File: src/rtl/afr_pkg.sv
package afr_pkg;
  typedef enum logic [1:0] {
    MODE_SHIFT  = 2'b00,
    MODE_8BIT   = 2'b01,
    MODE_9FIXED = 2'b10,
    MODE_9VAR   = 2'b11
  } uart_mode_e;

  typedef enum logic {
    SEL_ADDR = 1'b0,
    SEL_MASK = 1'b1
  } cfg_sel_e;
endpackage

File: src/rtl/afr_rst_sync.sv
module afr_rst_sync #(
  parameter int STAGES = 2
) (
  input  logic clk,
  input  logic rst_n,
  output logic rst_n_sync
);
  logic [STAGES-1:0] chain_q;
  logic [STAGES-1:0] chain_d;

  always_comb begin
    chain_d = {chain_q[STAGES-2:0], 1'b1};
  end

  always_ff @(posedge clk or negedge rst_n) begin
    if (!rst_n) chain_q <= '0;
    else        chain_q <= chain_d;
  end

  assign rst_n_sync = chain_q[STAGES-1];
endmodule

File: src/rtl/afr_regs.sv
module afr_regs
  import afr_pkg::*;
#(
  parameter int DW = 8
) (
  input  logic          clk,
  input  logic          rst_n,
  input  logic          cfg_wr,
  input  logic          cfg_sel,
  input  logic [DW-1:0] cfg_wdata,
  output logic [DW-1:0] own_addr,
  output logic [DW-1:0] addr_mask
);
  logic [DW-1:0] addr_q, addr_d;
  logic [DW-1:0] mask_q, mask_d;
  logic          addr_en, mask_en;

  always_comb begin
    addr_en = cfg_wr && (cfg_sel_e'(cfg_sel) == SEL_ADDR);
    mask_en = cfg_wr && (cfg_sel_e'(cfg_sel) == SEL_MASK);
    addr_d  = addr_en ? cfg_wdata : addr_q;
    mask_d  = mask_en ? cfg_wdata : mask_q;
  end

  always_ff @(posedge clk or negedge rst_n) begin
    if (!rst_n) begin
      addr_q <= '0;
      mask_q <= '0;
    end else begin
      addr_q <= addr_d;
      mask_q <= mask_d;
    end
  end

  assign own_addr  = addr_q;
  assign addr_mask = mask_q;

  // a write lands in the selected byte and leaves the other untouched
  assert_addr_write_R10: assert property (@(posedge clk) disable iff (!rst_n)
    (cfg_wr && !cfg_sel) |=> (own_addr == $past(cfg_wdata) && $stable(addr_mask)));
  assert_mask_write_R10: assert property (@(posedge clk) disable iff (!rst_n)
    (cfg_wr && cfg_sel) |=> (addr_mask == $past(cfg_wdata) && $stable(own_addr)));
endmodule

File: src/rtl/afr_match.sv
module afr_match #(
  parameter int DW = 8
) (
  input  logic          clk,
  input  logic          rst_n,
  input  logic [DW-1:0] own_addr,
  input  logic [DW-1:0] addr_mask,
  input  logic [DW-1:0] rx_byte,
  output logic          hit_given,
  output logic          hit_bcast
);
  logic [DW-1:0] given_bit;
  logic [DW-1:0] bcast_bit;

  for (genvar i = 0; i < DW; i++) begin : g_bit
    always_comb begin
      // bit is don't-care when its mask bit is clear
      given_bit[i] = !addr_mask[i] || (rx_byte[i] == own_addr[i]);
      // broadcast pattern bit is address OR mask; zero in both is don't-care
      bcast_bit[i] = !(own_addr[i] || addr_mask[i]) || rx_byte[i];
    end
  end

  assign hit_given = &given_bit;
  assign hit_bcast = &bcast_bit;

  // with a full mask the individual comparison is plain equality
  assert_fullmask_eq_R7: assert property (@(posedge clk) disable iff (!rst_n)
    (addr_mask == {DW{1'b1}}) |-> (hit_given == (rx_byte == own_addr)));
  // an all-zero address and mask accept every byte on both paths
  assert_zero_cfg_all_R1: assert property (@(posedge clk) disable iff (!rst_n)
    (own_addr == '0 && addr_mask == '0) |-> (hit_given && hit_bcast));
endmodule

File: src/rtl/afr_qual.sv
module afr_qual
  import afr_pkg::*;
(
  input  logic       clk,
  input  logic       rst_n,
  input  logic [1:0] uart_mode,
  input  logic       mp_enable,
  input  logic       frame_done,
  input  logic       rx_bit9,
  input  logic       stop_ok,
  input  logic       ferr_clear,
  input  logic       hit_given,
  input  logic       hit_bcast,
  output logic       rx_flag_set,
  output logic       frame_err
);
  logic filter_on, accept, fe_hit;
  logic set_q, set_d;
  logic ferr_q, ferr_d;

  always_comb begin
    filter_on = mp_enable && ((uart_mode_e'(uart_mode) == MODE_9FIXED) ||
                              (uart_mode_e'(uart_mode) == MODE_9VAR));
    accept    = !filter_on || (rx_bit9 && (hit_given || hit_bcast));
    set_d     = frame_done && accept;
    fe_hit    = frame_done && (uart_mode_e'(uart_mode) != MODE_SHIFT) && !stop_ok;
    if (fe_hit)          ferr_d = 1'b1;
    else if (ferr_clear) ferr_d = 1'b0;
    else                 ferr_d = ferr_q;
  end

  always_ff @(posedge clk or negedge rst_n) begin
    if (!rst_n) begin
      set_q  <= 1'b0;
      ferr_q <= 1'b0;
    end else begin
      set_q  <= set_d;
      ferr_q <= ferr_d;
    end
  end

  assign rx_flag_set = set_q;
  assign frame_err   = ferr_q;

  // a pulse only follows a frame-done strobe
  assert_pulse_after_frame_R11: assert property (@(posedge clk) disable iff (!rst_n)
    rx_flag_set |-> $past(frame_done));
  // non-address frames are dropped while filtering
  assert_drop_data_frame_R3: assert property (@(posedge clk) disable iff (!rst_n)
    (frame_done && mp_enable && uart_mode[1] && !rx_bit9) |=> !rx_flag_set);
  // no filtering means every frame is flagged
  assert_pass_unfiltered_R2: assert property (@(posedge clk) disable iff (!rst_n)
    (frame_done && !(mp_enable && uart_mode[1])) |=> rx_flag_set);
  // bad stop bit outside shift mode raises the error flag
  assert_ferr_set_R8: assert property (@(posedge clk) disable iff (!rst_n)
    (frame_done && uart_mode != 2'b00 && !stop_ok) |=> frame_err);
  // shift-mode frames never raise the error flag
  assert_ferr_quiet_R8: assert property (@(posedge clk) disable iff (!rst_n)
    (!frame_err && !(frame_done && uart_mode != 2'b00 && !stop_ok)) |=> !frame_err);
  // the error flag holds until cleared
  assert_ferr_sticky_R9: assert property (@(posedge clk) disable iff (!rst_n)
    (frame_err && !ferr_clear) |=> frame_err);
endmodule

File: src/rtl/uart_addr_filter.sv
module uart_addr_filter #(
  parameter int DW = 8,
  parameter int RST_STAGES = 2
) (
  input  logic          clk,
  input  logic          rst_n,
  input  logic          cfg_wr,
  input  logic          cfg_sel,
  input  logic [DW-1:0] cfg_wdata,
  input  logic [1:0]    uart_mode,
  input  logic          mp_enable,
  input  logic          frame_done,
  input  logic [DW-1:0] rx_byte,
  input  logic          rx_bit9,
  input  logic          stop_ok,
  input  logic          ferr_clear,
  output logic          rx_flag_set,
  output logic          frame_err
);
  logic          rst_n_int;
  logic [DW-1:0] own_addr, addr_mask;
  logic          hit_given, hit_bcast;

  afr_rst_sync #(.STAGES(RST_STAGES)) u_rst (
    .clk(clk), .rst_n(rst_n), .rst_n_sync(rst_n_int)
  );

  afr_regs #(.DW(DW)) u_regs (
    .clk(clk), .rst_n(rst_n_int), .cfg_wr(cfg_wr), .cfg_sel(cfg_sel),
    .cfg_wdata(cfg_wdata), .own_addr(own_addr), .addr_mask(addr_mask)
  );

  afr_match #(.DW(DW)) u_match (
    .clk(clk), .rst_n(rst_n_int), .own_addr(own_addr), .addr_mask(addr_mask),
    .rx_byte(rx_byte), .hit_given(hit_given), .hit_bcast(hit_bcast)
  );

  afr_qual u_qual (
    .clk(clk), .rst_n(rst_n_int), .uart_mode(uart_mode), .mp_enable(mp_enable),
    .frame_done(frame_done), .rx_bit9(rx_bit9), .stop_ok(stop_ok),
    .ferr_clear(ferr_clear), .hit_given(hit_given), .hit_bcast(hit_bcast),
    .rx_flag_set(rx_flag_set), .frame_err(frame_err)
  );
endmodule

File: config.mk
export PLATFORM = sky130hd
export DESIGN_NAME = uart_addr_filter
export DESIGN_NICKNAME = d
export VERILOG_FILES = /design/src/rtl/afr_pkg.sv /design/src/rtl/afr_rst_sync.sv /design/src/rtl/afr_regs.sv /design/src/rtl/afr_match.sv /design/src/rtl/afr_qual.sv /design/src/rtl/uart_addr_filter.sv
export SDC_FILE = /design/constraint.sdc
export NUM_CORES = 1
export LEC_CHECK = 0
export ABC_AREA = 1
export BUFFER_PORTS_ARGS = -buffer_cell sky130_fd_sc_hd__buf_4
export CAP_MARGIN = 20
export CORE_MARGIN = 4
export CORE_UTILIZATION = 30
export CTS_CLUSTER_DIAMETER = 120
export CTS_CLUSTER_SIZE = 28
export DETAILED_ROUTE_END_ITERATION = 8
export GPL_ROUTABILITY_DRIVEN = 1
export PLACE_DENSITY_LB_ADDON = 0.08
export SYNTH_ARGS = -nofsm -noshare
export SYNTH_HDL_FRONTEND = slang
export SYNTH_SLANG_ARGS = --single-unit
File: constraint.sdc
create_clock -name clk -period 0.9 [get_ports clk]
set_clock_uncertainty 0.15 [all_clocks]
set_input_delay 0.09 -clock clk [delete_from_list [all_inputs] [get_ports clk]]
set_output_delay 0.09 -clock clk [all_outputs]
set_load 0.03 [all_outputs]
==> reports/qor.txt, run 1 <==
Worst Path Required -> 0.99 ns
Reg2Reg Depth -> 7
initial drt markers -> 28
Max FO, Critical Path -> 4
DP Wirelength -> 1.68 mm
hold path endpoint -> u_qual.frame_err
Clk pin slew, worst setup/hold paths -> 0.12 ns
Fin. Hold Viols -> 1
initial antenna violation count -> 0
Syn-to-layout area delta -> 56.4%
Chip Height -> 66.1 um
power density cells -> 1390 nW/um^2
CTS root buffer -> clkbuf_4
Crit Reg-Reg Startpoint -> u_regs.own_addr[1]
switching portion of total power -> 28.8%
Final nets -> 218
ranking of synthesized cells by area -> dfrtp_1, nand2_1, o21ai_1
Longest Clk Path Bufs -> 2
Clock Power Share -> 23.7%
CTS sink cnt -> 20
Ys Warns -> 0
GRT Total Usage -> 11.3%
Worst-Skew Late Latency -> 0.29 ns
fin crit period -> 1.25 ns
post-synth top area share -> 49.5%
Final Core Density -> 50.6%
#FFs+latches synth -> 20
mapped cell area -> 1010 um^2
worst min path class -> in -> reg
sequential share of power -> 49.7%
most frequent cell after synthesis -> nand2_1
NetSw -> 0.635 mW
Synth area leader -> dfrtp_1
sequential share of the synthesized area -> 49.5%
antenna cells -> 0
Main synth FF type -> dfrtp_1
CTS tree -> built
share of cells above drive strength 1 -> 27.4%
Die W -> 66.1 um
routability cong. -> 0.741
Core Area -> 3130 um^2
die area -> 4360 um^2
hold path startpoint -> uart_mode[0]
first-pass GRT wire length -> 3.77 mm
Setup crit end kind -> flop
Power Internal -> 1.57 mW
routed len/inst -> 10.5 um
Top Ports -> 29
worst vdd ir -> 0.000743 V
Remaining DRCs -> 0
Post-synth ARST share -> 100%
Setup WS post-layout -> -0.349 ns
vias per std cell -> 4.20
failing checks -> hold timing, setup timing
RSZ-0062 raised after global routing -> true
Vias -> 982
final worst-path cycle share -> 139%
final setup vio count -> 8
largest net degree at the start of global routing -> 19
flop2flop setup slack -> -0.35 ns
unique cell type count in the Yosys netlist -> 15
effective utilization at floorplan -> 32.3%
Post-synth top cells -> nand2_1, inv_1, o21ai_1
FMAX -> 0.800 GHz
Min-Delay Path Depth -> 3
max-cap viol count -> 0
final WL -> 2.45 mm
Gate power share -> 26.6%
final hold slack -> -0.0817 ns
EDFF count, synth -> 0
Worst EP arrival -> 1.34 ns
H-tree depth -> 1
worst slack at placement -> -0.345 ns
Post-Syn Area per Cell -> 7.38 um^2
critical path class -> reg -> reg
1st-pass router iterations -> 4
# port buffers -> 28
Syn Nets -> 164
RR Endpoint -> u_qual.rx_flag_set
Crit. Startpoint -> u_regs.own_addr[1]
Cells after Synth -> 137
Num CTS Buffers -> 3
vias in the first global route -> 908
status -> finished with violations
Antenna Violating Nets Remaining -> 0
Max Slew Vio Count -> 0
FP Rows -> 20
grt total ovfl -> 0
LEAKAGE -> 0.847 nW
Startpoint Class -> flop
Setup TNS Final -> -0.817 ns
power groups by stage:
stage	Sequential, mW	Clock (mW)	Combinational, mW
global route	1.11	0.578	0.659
detailed placement	1.11	0	0.480
CTS	1.09	0.539	0.549
finish	1.10	0.522	0.586
global placement	1.10	0	0.473
floorplan	1.11	0	0.263
metrics by stage:
step | cell area, um^2 | instances | hold slack, ns | power (mW)
3_5_place_dp | 1330 | 210 | -0.276 | 1.59
5_1_grt | 1580 | 234 | -0.105 | 2.34
6_report | 1580 | 234 | -0.0817 | 2.20
4_1_cts | 1530 | 230 | -0.0988 | 2.18
2_1_floorplan | 1010 | 137 | -0.356 | 1.38
3_3_place_gp | 1330 | 210 | -0.277 | 1.58
metal layers:
layer  GRT usage, %  vias to the layer above  part of all wire (%)
li1               -                      527                     -
met5              0                        -                     0
met2           21.0                       14                    51
met4           3.81                        0                  0.78
met1           12.8                      439                    44
met3           2.21                        2                   4.0
cell families (layout without fill, tap and decap cells):
family | Yosys count | in the layout | synth area share [%]
AND/OR/NAND/NOR | 59 | 59 | 24.9
other | 1 | 1 | 0.371
flip-flops | 20 | 20 | 49.5
buffers and inverters | 30 | 83 | 11.4
AO/OA/AOI/OAI | 27 | 27 | 13.9
repair_timing:
| item | CTS | global route |
|---|---|---|
| buffers inserted | 1 | 3 |
| setup endpoints to repair | 3 | 5 |
| resized for setup | 2 | 6 |
| pin swaps | 3 | 0 |
| hold buffers | 15 | 1 |
| hold endpoints to repair | 20 | 2 |
how the worst max path moves through the flow:
| stage | end | slack [ns] | cells after the start |
|---|---|---|---|
| detailed placement | u_qual.rx_flag_set | -0.34 | 7 |
| global route | u_qual.rx_flag_set | -0.45 | 7 |
| floorplan | u_qual.rx_flag_set | -0.22 | 9 |
| finish | u_qual.rx_flag_set | -0.35 | 7 |
| global placement | u_qual.rx_flag_set | -0.36 | 7 |
| CTS | u_qual.rx_flag_set | -0.37 | 7 |
registers in the layout, indices dropped and copies added (netlist names):
name	cells
u_qual.rx_flag_set	1
u_regs.own_addr	8
u_regs.addr_mask	8
u_qual.frame_err	1
u_rst.chain_q	2
area by class of cell:
cell class              instances  area [um^2]
well taps                      44         55.1
multi-input cells              87          412
repair buffers                 51          472
fillers                       321         1550
clock buffers                   4         36.3
inverters                      28          105
flip-flops and latches         20          502
worst max-delay path, stage by stage, from the launching register on:
cell and delay [ns]:
dfrtp_1 0.42, o21ai_1 0.17, nand2_1 0.07, nor2_1 0.10, nand2_1 0.06, nand2_1 0.06
nand2_1 0.06, a21oi_2 0.10
cell usage in the layout, fill, tap and decap left out:
master and count:
inv_2 1, dfrtp_1 19, nand2_2 2, buf_6 3
a21oi_2 1, clkbuf_4 3, o22ai_1 1, buf_12 3
dlygate4sd3_1 16, nor2_1 2, inv_1 27, buf_4 29
clkbuf_8 1, conb_1 1, nand3_2 3, nor2_2 2
o21ai_2 3, nand3_1 5, dfrtp_2 1, nand2_1 45
o21ai_1 22
(Power assumes the default switching activity.)
==> run 2, diff against run 1 <==
CELL_PAD_IN_SITES_DETAIL_PLACEMENT = 0   (was unset)
CELL_PAD_IN_SITES_GLOBAL_PLACEMENT = 1   (was unset)
==> run 2 against run 1 <==
Effect of this change:
- register-to-register slack improved by 0.02 ns
- critical endpoint unchanged
- maximum frequency grew 1.9%
- hold slack improved by 0.14 ns
- the flow finishes with violations (setup timing)
- largest cell class unchanged
- via count is 1.4% higher
- total power is 4.3% lower
- clock-buffer cell count is the same
- flip-flop and latch count stayed put
- die area did not move
- sequential share of layout area increased by 0.33 points
- cell count grew 0.85%
==> reports/qor.txt, run 2 (synthesis results as in run 1) <==
Max Slew Vio Count -> 0 (unchanged)
Setup TNS Final -> -0.746 ns (+0.0710 ns)
max-cap viol count -> 0 (unchanged)
initial antenna violation count -> 0 (unchanged)
worst vdd ir -> 0.000573 V (-23%)
grt total ovfl -> 0 (unchanged)
GRT Total Usage -> 13.0% (+1.7 points)
fill count -> 321 (unchanged)
Setup crit end kind -> flop
final WL -> 2.47 mm (+0.94%)
Remaining DRCs -> 0 (unchanged)
most frequent CP cell -> nand2_1
critical path class -> reg -> reg
Num CTS Buffers -> 3 (unchanged)
routed len/inst -> 10.5 um (about the same)
effective utilization at floorplan -> 32.3% (unchanged)
Buf+Inv Stages, Crit Path -> 1 (+1)
Final Core Density -> 50.0% (-0.52 points)
Core Area -> 3130 um^2 (unchanged)
Worst EP arrival -> 1.32 ns (-0.02 ns)
RR Endpoint -> u_qual.rx_flag_set
Syn-to-layout area delta -> 54.8%
Power, Total -> 2.11 mW (-4.3%)
# port buffers -> 28 (unchanged)
Startpoint Class -> flop
Gate power share -> 27.4% (+0.8 points)
DP Wirelength -> 1.72 mm (+2.5%)
Die W -> 66.1 um (unchanged)
Clk pin slew, worst setup/hold paths -> 0.12 ns (about the same)
die area -> 4360 um^2 (unchanged)
final worst-path cycle share -> 136% (-2.5 points)
sequential share of power -> 51.7% (+2.0 points)
Vias -> 996 (+1.4%)
Max FO, Critical Path -> 3 (-1)
Crit Reg-Reg Startpoint -> u_regs.addr_mask[4]
Largest stage delay, worst path -> 0.42 ns (about the same)
Worst-Skew Late Latency -> 0.30 ns (about the same)
CTS sink cnt -> 20 (unchanged)
NetSw -> 0.621 mW (-2.3%)
crit path max-delay cell type -> dfrtp_1
worst min path class -> reg -> async
largest net degree at the start of global routing -> 19 (unchanged)
power density cells -> 1350 nW/um^2 (-3.3%)
fin crit period -> 1.23 ns (-0.0228 ns)
first-pass GRT wire length -> 4.26 mm (+13%)
vias in the first global route -> 976 (+7.5%)
cells along the critical path -> buf_4 -> nand3_2 -> nand2_2 -> nor2_2 -> nand2_1 -> nand2_1 -> nand2_1 -> a21oi_2
CTS tree -> built
most frequent cells in the layout -> nand2_1, buf_4, inv_1
share of cells above drive strength 1 -> 27.1% (-0.29 points)
1st-pass router iterations -> 4 (unchanged)
initial drt markers -> 24 (-14%)
Fin. Hold Viols -> 0 (-1)
final setup vio count -> 7 (-1)
Clock Power Share -> 20.8% (-2.9 points)
FMAX -> 0.815 GHz (+1.9%)
failing checks -> setup timing
flop2flop setup slack -> -0.33 ns (+0.02 ns)
routability cong. -> 0.692 (-6.5%)
status -> finished with violations
Setup WS post-layout -> -0.326 ns (+0.0228 ns)
Top Ports -> 29 (unchanged)
Reg2Reg Depth -> 8 (+1)
Final nets -> 220 (+0.92%)
commonest non-fill, non-tap cell in the layout -> nand2_1
Chip Height -> 66.1 um (unchanged)
Antenna Violating Nets Remaining -> 0 (unchanged)
RSZ-0062 raised after global routing -> true
H-tree depth -> 1 (unchanged)
CTS root buffer -> clkbuf_4
Power Internal -> 1.49 mW (-5.1%)
vias per std cell -> 4.22 (+0.57%)
Longest Clk Path Bufs -> 2 (unchanged)
delay-heaviest family, CP -> flip-flops
switching portion of total power -> 29.4% (+0.60 points)
FP Rows -> 20 (unchanged)
Worst Path Required -> 0.99 ns (about the same)
antenna cells -> 0 (unchanged)
LEAKAGE -> 0.848 nW (+0.15%)
==> run 2: worst max-delay path by stage <==
stage / startpoint / to / slack (ns) / cells after the start
after floorplan: u_regs.own_addr[4] / u_qual.rx_flag_set / -0.22 / 9
after global placement: u_regs.own_addr[7] / u_qual.rx_flag_set / -0.35 / 7
after detailed placement: u_regs.own_addr[7] / u_qual.rx_flag_set / -0.35 / 7
after CTS: u_regs.own_addr[3] / u_qual.rx_flag_set / -0.34 / 9
after global routing: u_regs.own_addr[7] / u_qual.rx_flag_set / -0.44 / 9
final: u_regs.addr_mask[4] / u_qual.rx_flag_set / -0.33 / 8
==> run 2: power groups by stage <==
stage,registers (mW),clock network (mW),logic (mW)
CTS,1.09,0.475,0.544
floorplan,1.11,0,0.263
detailed placement,1.11,0,0.470
global route,1.11,0.523,0.666
finish,1.09,0.440,0.578
global placement,1.10,0,0.463
==> run 2: layout make-up <==
cell class	instances	area, um^2	share of cell area, %
Sequential cell	20	502	32.1
Multi-Input combinational cell	87	410	26.2
Tap cell	44	55.1	3.52
Timing Repair Buffer	53	467	29.8
Inverter	28	105	6.71
Clock buffer	4	26.3	1.68
==> run 2: routing by layer <==
metal  track usage, %  wire length [um]  part of all wire (%)  up-vias
li1                 -                 -                     -      530
met3             2.21                79                   3.2        4
met5                0                 0                     0        -
met4             5.58                38                   1.5        0
met2             22.3              1340                    54       12
met1             16.0              1020                    41      450
==> run 2: repair_timing <==
item                                    CTS  global route
endpoints found under the setup margin    3             6
hold buffers                             17             0
resized for setup                         2             7
pin swaps                                 3             2
buffers inserted                          1             3
endpoints found under the hold margin    20             0
==> run 2: metrics by stage <==
stage | area (um^2) | instances | hold WS [ns] | setup WS, ns
after CTS | 1520 | 233 | 0.0440 | -0.337
after global routing | 1570 | 236 | 0.0700 | -0.441
after global placement | 1310 | 211 | -0.278 | -0.350
final | 1570 | 236 | 0.0569 | -0.326
after floorplan | 1010 | 137 | -0.356 | -0.219
after detailed placement | 1310 | 211 | -0.276 | -0.345
